**config.mk**
```make
export PLATFORM = sky130hd
export DESIGN_NAME = mclk_prescaler
export DESIGN_NICKNAME = d
export VERILOG_FILES = /design/src/rtl/mclk_prescaler_pkg.sv /design/src/rtl/mclk_frame_meter.sv /design/src/rtl/mclk_tick_gen.sv /design/src/rtl/mclk_power_ctl.sv /design/src/rtl/mclk_prescaler.sv
export SDC_FILE = /design/constraint.sdc
export NUM_CORES = 1
export LEC_CHECK = 0
export ABC_AREA = 1
export BUFFER_PORTS_ARGS = -buffer_cell sky130_fd_sc_hd__buf_2
export CELL_PAD_IN_SITES_DETAIL_PLACEMENT = 2
export CELL_PAD_IN_SITES_GLOBAL_PLACEMENT = 2
export CORE_MARGIN = 4
export CORE_UTILIZATION = 38
export CTS_CLUSTER_DIAMETER = 120
export DETAILED_ROUTE_END_ITERATION = 16
export PLACE_DENSITY = 0.86
export SLEW_MARGIN = 30
export SYNTH_ARGS = -nofsm -noshare
export SYNTH_HDL_FRONTEND = slang
export SYNTH_SLANG_ARGS = --single-unit
```
**constraint.sdc**
```tcl
create_clock -name clk -period 18.4 [get_ports clk]
set_input_delay 2.76 -clock clk [delete_from_list [all_inputs] [get_ports clk]]
set_output_delay 2.76 -clock clk [all_outputs]
set_load 0.005 [all_outputs]
```
**src/rtl/mclk_prescaler_pkg.sv**
```systemverilog
package mclk_prescaler_pkg;
  localparam int LEN_W  = 10;
  localparam int RATE_N = 8;
  localparam int IDX_W  = $clog2(RATE_N);

  typedef logic [LEN_W-1:0] len_t;
  typedef logic [IDX_W-1:0] idx_t;

  typedef struct packed {
    logic hit;
    idx_t idx;
  } class_t;

  // Frame length in master-clock cycles for each supported rate.
  function automatic len_t rate_len(input idx_t i);
    case (i)
      3'd0:    return len_t'(32);
      3'd1:    return len_t'(64);
      3'd2:    return len_t'(192);
      3'd3:    return len_t'(193);
      3'd4:    return len_t'(256);
      3'd5:    return len_t'(320);
      3'd6:    return len_t'(512);
      default: return len_t'(600);
    endcase
  endfunction

  // Nearest table entry within tol cycles; first entry wins on a tie.
  function automatic class_t classify(input len_t n, input int tol);
    class_t r;
    int best;
    int d;
    r = '0;
    best = tol + 1;
    for (int i = 0; i < RATE_N; i++) begin
      d = int'(n) - int'(rate_len(idx_t'(i)));
      if (d < 0) d = -d;
      if (d < best) begin
        best  = d;
        r.hit = 1'b1;
        r.idx = idx_t'(i);
      end
    end
    return r;
  endfunction
endpackage

```
**src/rtl/mclk_frame_meter.sv**
```systemverilog
module mclk_frame_meter
  import mclk_prescaler_pkg::*;
#(
  parameter int MATCH_TOL = 1
) (
  input  logic clk,
  input  logic rst_n,
  input  logic fsync,
  output logic fs_rise,
  output len_t cnt,
  output logic commit,
  output idx_t ratio_idx,
  output logic locked
);
  logic   fs_q, fs_qq, have_prev;
  logic   cand_valid;
  idx_t   cand_idx;
  len_t   meas;
  class_t cls;
  logic   meas_ok;

  assign fs_rise = fs_q & ~fs_qq;
  assign meas    = cnt + len_t'(1);
  assign cls     = classify(meas, MATCH_TOL);
  assign meas_ok = fs_rise & have_prev & cls.hit;
  assign commit  = meas_ok & cand_valid & (cand_idx == cls.idx);

  always_ff @(posedge clk or negedge rst_n) begin
    if (!rst_n) begin
      fs_q       <= 1'b0;
      fs_qq      <= 1'b0;
      have_prev  <= 1'b0;
      cnt        <= '0;
      cand_valid <= 1'b0;
      cand_idx   <= '0;
      ratio_idx  <= '0;
      locked     <= 1'b0;
    end else begin
      fs_q  <= fsync;
      fs_qq <= fs_q;
      if (fs_rise) begin
        cnt       <= '0;
        have_prev <= 1'b1;
        if (have_prev) begin
          cand_valid <= cls.hit;
          cand_idx   <= cls.idx;
        end
        if (commit) begin
          ratio_idx <= cls.idx;
          locked    <= 1'b1;
        end
      end else if (cnt != '1) begin
        cnt <= cnt + len_t'(1);
      end
    end
  end
endmodule

```
**src/rtl/mclk_tick_gen.sv**
```systemverilog
module mclk_tick_gen
  import mclk_prescaler_pkg::*;
#(
  parameter int TICKS_PER_FRAME = 32
) (
  input  logic clk,
  input  logic rst_n,
  input  logic fs_rise,
  input  logic active,
  input  len_t n_len,
  output logic tick,
  output logic strobe
);
  localparam int SW = LEN_W + 1;
  localparam int TW = $clog2(TICKS_PER_FRAME);

  len_t          acc, base;
  logic [SW-1:0] sum;
  logic          due;
  logic [TW-1:0] tk, tk_base;

  assign base    = fs_rise ? '0 : acc;
  assign sum     = {1'b0, base} + SW'(TICKS_PER_FRAME);
  assign due     = sum >= {1'b0, n_len};
  assign tick    = active & due;
  assign tk_base = fs_rise ? '0 : tk;
  assign strobe  = tick & (tk_base == TW'(TICKS_PER_FRAME - 1));

  always_ff @(posedge clk or negedge rst_n) begin
    if (!rst_n) begin
      acc <= '0;
      tk  <= '0;
    end else begin
      acc <= due ? len_t'(sum - {1'b0, n_len}) : sum[LEN_W-1:0];
      tk  <= tk_base + TW'(tick);
    end
  end
endmodule

```
**src/rtl/mclk_power_ctl.sv**
```systemverilog
module mclk_power_ctl
  import mclk_prescaler_pkg::*;
#(
  parameter int SYNC_MARGIN = 8,
  parameter int WAKE_FRAMES = 2
) (
  input  logic clk,
  input  logic rst_n,
  input  logic pwr_up,
  input  logic fs_rise,
  input  len_t cnt,
  input  len_t n_lim,
  output logic pwr_q,
  output logic timeout,
  output logic standby,
  output logic tx_permit
);
  localparam int SW = LEN_W + 1;
  localparam int WW = $clog2(WAKE_FRAMES + 1);

  logic [SW-1:0] lim;
  logic [WW-1:0] wake;

  assign lim       = {1'b0, n_lim} + SW'(SYNC_MARGIN);
  assign timeout   = ~fs_rise & ({1'b0, cnt} > lim);
  assign tx_permit = ~standby & (wake == WW'(WAKE_FRAMES));

  always_ff @(posedge clk or negedge rst_n) begin
    if (!rst_n) begin
      pwr_q   <= 1'b0;
      standby <= 1'b1;
      wake    <= '0;
    end else begin
      pwr_q <= pwr_up;
      if (!pwr_q || timeout)      standby <= 1'b1;
      else if (standby && fs_rise) standby <= 1'b0;
      if (standby)                                     wake <= '0;
      else if (fs_rise && wake != WW'(WAKE_FRAMES))    wake <= wake + WW'(1);
    end
  end
endmodule

```
**src/rtl/mclk_prescaler.sv**
```systemverilog
module mclk_prescaler
  import mclk_prescaler_pkg::*;
#(
  parameter int TICKS_PER_FRAME = 32,
  parameter int SYNC_MARGIN     = 8,
  parameter int MATCH_TOL       = 1
) (
  input  logic clk,
  input  logic rst_n,
  input  logic fsync,
  input  logic pwr_up,
  output logic tick_256k,
  output logic tick_8k,
  output logic standby,
  output logic tx_permit
);
  logic fs_rise, commit, locked, sync_timeout, pwr_q, active;
  len_t cnt, n_len, n_lim;
  idx_t ratio_idx;

  mclk_frame_meter #(.MATCH_TOL(MATCH_TOL)) u_meter (
    .clk(clk), .rst_n(rst_n), .fsync(fsync), .fs_rise(fs_rise),
    .cnt(cnt), .commit(commit), .ratio_idx(ratio_idx), .locked(locked)
  );

  assign n_len  = rate_len(ratio_idx);
  assign n_lim  = locked ? n_len : rate_len(idx_t'(RATE_N - 1));
  assign active = locked & ~standby;

  mclk_tick_gen #(.TICKS_PER_FRAME(TICKS_PER_FRAME)) u_ticks (
    .clk(clk), .rst_n(rst_n), .fs_rise(fs_rise), .active(active),
    .n_len(n_len), .tick(tick_256k), .strobe(tick_8k)
  );

  mclk_power_ctl #(.SYNC_MARGIN(SYNC_MARGIN), .WAKE_FRAMES(2)) u_power (
    .clk(clk), .rst_n(rst_n), .pwr_up(pwr_up), .fs_rise(fs_rise),
    .cnt(cnt), .n_lim(n_lim), .pwr_q(pwr_q), .timeout(sync_timeout),
    .standby(standby), .tx_permit(tx_permit)
  );
endmodule

```
==> results.cfg, run 1 <==
[floorplan]
die_h_um = 166
start_util = 0.389
fp.dieW_um = 166
pin_count = 8
num_rows = 57

[yosys]
synth_area_um2 = 9540
ys_warn_count = 0
ys_async_sr_fraction = 1.00
ys_types = 49
synthCells = 1450
synth.avg_cell_area_um2 = 6.58
synth_edf_count = 0
ys_seq_area_frac = 0.105
synth_ff_type = dfrtp_1
ys_seq_elements = 40

[cts]
clockBufferDepth = 2
numCtsBuffers = 5
cts_resized = 32
hold_buffers = 0
cts_root_buffer = clkbuf_16
cts_sinks = 40
h-tree-depth = 2
cts_setup_buffers = 0

[run_status]
lastStage = 4_1_cts
error = [ERROR DPL-0033] detailed placement checks failed during check placement.
outcome = stopped before the end

[placed_design]
detailed_place_hpwl_um = 31900
place_congestion = 0.902
place_inst = 2061
port_buffers = 7
[synthesized netlist by cell type, types with 4 or more instances]
| master | instances | area share |
|---|---|---|
| nand3_2 | 9 | 0.0094 |
| dfrtp_1 | 39 | 0.10 |
| inv_1 | 145 | 0.057 |
| nor2_1 | 107 | 0.042 |
| a211oi_1 | 15 | 0.012 |
| nand2_1 | 409 | 0.16 |
| xor2_1 | 33 | 0.030 |
| clkbuf_1 | 21 | 0.0083 |
| inv_2 | 7 | 0.0028 |
| o221ai_1 | 7 | 0.0064 |
| o21ai_0 | 126 | 0.066 |
| or2_2 | 4 | 0.0026 |
| nand2_2 | 12 | 0.0079 |
| nor4_1 | 6 | 0.0039 |
| clkinv_1 | 6 | 0.0024 |
| o21bai_1 | 5 | 0.0039 |
| ha_1 | 251 | 0.33 |
| a21oi_1 | 106 | 0.056 |
| nand3_1 | 41 | 0.022 |
| nor3_1 | 18 | 0.0094 |
| xnor2_1 | 7 | 0.0064 |
| buf_2 | 4 | 0.0021 |
| nand4_1 | 25 | 0.016 |
[logic make-up after synthesis]
logic type,after synthesis,synth area share
AO/OA/AOI/OAI,286,0.166
AND/OR/NAND/NOR,647,0.289
other,2,0.000787
flip-flops,40,0.105
adder cells (fa/ha/maj),251,0.329
XOR/XNOR,40,0.0367
buffers and inverters,184,0.0733
[metrics by stage]
step / hold slack [ps] / area (µm²) / TNS [ps] / setup slack (ps)
2_1_floorplan: 352 / 10700 / 0 / 4160
3_3_place_gp: 362 / 11000 / 0 / 285
3_5_place_dp: 408 / 11000 / -8250 / -1220
==> inputs of run 2 (changes only) <==
--- a/config.mk
+++ b/config.mk
@@ -7,13 +7,10 @@
 export LEC_CHECK = 0
 export ABC_AREA = 1
 export BUFFER_PORTS_ARGS = -buffer_cell sky130_fd_sc_hd__buf_2
-export CELL_PAD_IN_SITES_DETAIL_PLACEMENT = 2
-export CELL_PAD_IN_SITES_GLOBAL_PLACEMENT = 2
 export CORE_MARGIN = 4
-export CORE_UTILIZATION = 38
-export CTS_CLUSTER_DIAMETER = 120
+export CORE_UTILIZATION = 35
 export DETAILED_ROUTE_END_ITERATION = 16
-export PLACE_DENSITY = 0.86
+export PLACE_DENSITY_LB_ADDON = 0.15
 export SLEW_MARGIN = 30
 export SYNTH_ARGS = -nofsm -noshare
 export SYNTH_HDL_FRONTEND = slang
==> run 2 against run 1 <==
The run now ends clean. Synthesized area is the same. Synthesized cell count is the same.
==> results.cfg, run 2 <==
[power_and_ir_drop]
power_frac_clock = 0.103
swShare = 0.541
ir_worst_vdd_uv = 51.6
p_leak_nw = 6.56
cellInternalPower_uw = 442
comb_power_share = 0.770
p_per_area_nw_per_um2 = 85.5
p_seq_frac = 0.127
switching_power_uw = 521

[yosys]
synthTopCellsByArea = ha_1 33%, nand2_1 16%, dfrtp_1 10%, o21ai_0 6.6%, inv_1 5.7%
synth_ff_type = dfrtp_1
synth_top_family_by_area = adder cells
synth_compound_area_frac = 0.166
synthXorXnorAreaFrac = 0.0367
synth_common_cells = 409 x nand2_1, 251 x ha_1, 145 x inv_1, 126 x o21ai_0, 107 x nor2_1
ys_async_sr_fraction = 1.00
ys_seq_area_frac = 0.105
synthCells = 1450
ys_seq_elements = 40
yosysTopAreaCellShare = 0.329
ys_types = 49
synth_fa_ha_area_frac = 0.329
synth_edf_count = 0
synthSimpleGateAreaFrac = 0.289
yosysTopAreaCell = ha_1
muxShareOfSynthArea = 0
ys_warn_count = 0
synth.most_common_cell = nand2_1
synth_area_um2 = 9540
synth.avg_cell_area_um2 = 6.58

[floorplan]
start_util = 0.355
pin_count = 8
die-area_um2 = 30000
num_rows = 60
fp.dieW_um = 173
core-area_um2 = 26900
die_h_um = 173

[grt]
grt_pass1_vias = 8703
antenna_found_initial = 0
grt-ovfl-total = 0
grtUsageTotal = 0.153
grt_max_degree = 41
grt_first_pass_wirelength_um = 39500

[cts]
cts_tree = built
numCtsBuffers = 5
clockBufferDepth = 2
h-tree-depth = 2
cts_root_buffer = clkbuf_16
clk_pin_slew_ps = 60
worstSkewPairLatency_ps = 280
cts_sinks = 40

[setup_path]
cpMostUsedCell = nand2_1
cp_max_fo = 23
reg2reg_depth = 99
r2r_start = u_meter.cnt[1]$_DFFE_PN0P_
path_delay_family = simple AND/OR/NAND/NOR gates
crit_type = flip-flop to flip-flop
timing.rr.end = u_meter.ratio_idx[1]$_DFFE_PN0P_
slowest_delay_ps = 520
start_kind = flip-flop
rrSetupSlack_ps = 1980
path_buf_inv = 10
crit_arrival_ps = 16590
cp.required_ps = 18580
cp-end-kind = flip-flop
critPathSlowestCell = nor4_1

[placed_design]
placed_cell_area_um2 = 11100
detailed_place_hpwl_um = 19500
place_congestion = 0.923
place_inst = 2076
port_buffers = 7

[sta]
relSlewSlack = 0.412
finalHoldViolCount = 0
max_slew.worst_pin.slew_ps = 878
fin_skew_ps = 4.67
drv_slew = 0
fmax_mhz = 60.9
setup_tns_ps = 0
period_needed_ps = 16420
rsz0062_at_grt = no
setup_violations = 0
fin_crit_sh = 0.892

[routing]
avgViaCountPerCell = 4.55
drtPass1Iterations = 5
wl_per_cell_um = 10.9
ant_nets = 0
drt-total-wl_um = 22600
vias = 9489
drt_first_iter_violations = 462
drc = 0

[layout]
n_antenna_cell = 0
area_growth_pct = 18.0
final_cell_mix = 406 x nand2_1, 302 x conb_1, 251 x ha_1
drive_gt1_frac = 0.0419
layout.cells.non_filler = 2084
final_common_cell = nand2_1
final_area_um2 = 11300
reg.largest.list = u_meter.cnt x10, u_ticks.acc x10, u_ticks.tk x5
fin_nets = 1997

[hold_path]
hold_class = flip-flop to flip-flop
min_from = u_power.pwr_q$_DFF_PN0_
holdPathEnd = u_power.standby$_DFFE_PN1P_
worstHoldPathCells = 1

[run_status]
outcome = complete, no violations

[run]
maxCapViolations = 0
-- run 2: cell counts after synthesis --
Identical to the previous run, type by type.
-- run 2: repair_timing --
action | 4_1_cts | 5_1_grt
setup buffers | 0 | 0
setup endpoints to repair | 0 | 8
gates resized for setup | 0 | 23
hold buffers | 0 | 0
-- run 2: final cells by class --
type                            instances  area (µm²)
Fill cell                            2912       15600
Clock inverter                          3        42.5
Multi-Input combinational cell       1526        8990
Timing Repair Buffer                   11        67.6
Sequential cell                        40        1000
Inverter                              158         601
Clock buffer                            5         125
Tap cell                              341         427
-- run 2: power groups by stage --
stage               logic, mW  registers [mW]  clock network (mW)
finish                  0.741           0.122              0.0997
global route            0.873           0.124               0.106
CTS                     0.726           0.122               0.102
detailed placement      0.721           0.123                   0
global placement        0.716           0.123                   0
floorplan               0.574           0.116                   0
-- run 2: layer usage --
| layer | routed length, µm | GRT usage | up-vias |
|---|---|---|---|
| met5 | 0 | 0 | - |
| met4 | 293 | 0.0229 | 0 |
| met3 | 540 | 0.0114 | 19 |
| met2 | 10200 | 0.264 | 114 |
| met1 | 11600 | 0.213 | 4142 |
| li1 | - | - | 5214 |
-- run 2: cells by family after synthesis --
family	count (synthesis)
simple gates	647
compound gates	286
fa+ha+maj	251
buf+inv	184
xor+xnor	40
flops	40
other cells	2
-- run 2: metrics by stage --
stage	power, mW	util	hold slack [ps]	setup WS (ps)
after floorplan	0.691	-	352	4160
after global placement	0.839	0.411	356	757
after detailed placement	0.844	0.411	365	456
after CTS	0.949	0.418	373	340
after global routing	1.10	0.419	391	72.4
final	0.963	0.419	369	1980
-- run 2: worst max-delay path by stage --
stage / startpoint / endpoint / slack, ps / cells after the start
after detailed placement: u_meter.cnt[0]$_DFFE_PN0P_ / u_meter.ratio_idx[1]$_DFFE_PN0P_ / 460 / 104
after floorplan: u_meter.cnt[0]$_DFFE_PN0P_ / u_meter.ratio_idx[0]$_DFFE_PN0P_ / 4160 / 116
final: u_meter.cnt[1]$_DFFE_PN0P_ / u_meter.ratio_idx[1]$_DFFE_PN0P_ / 1980 / 99
after CTS: u_meter.cnt[0]$_DFFE_PN0P_ / u_meter.ratio_idx[1]$_DFFE_PN0P_ / 340 / 104
after global placement: u_meter.cnt[1]$_DFFE_PN0P_ / u_meter.ratio_idx[0]$_DFFE_PN0P_ / 760 / 98
after global routing: u_meter.cnt[1]$_DFFE_PN0P_ / u_meter.ratio_idx[2]$_DFFE_PN0P_ / 70 / 102
Power figures use the tool's default switching activity.
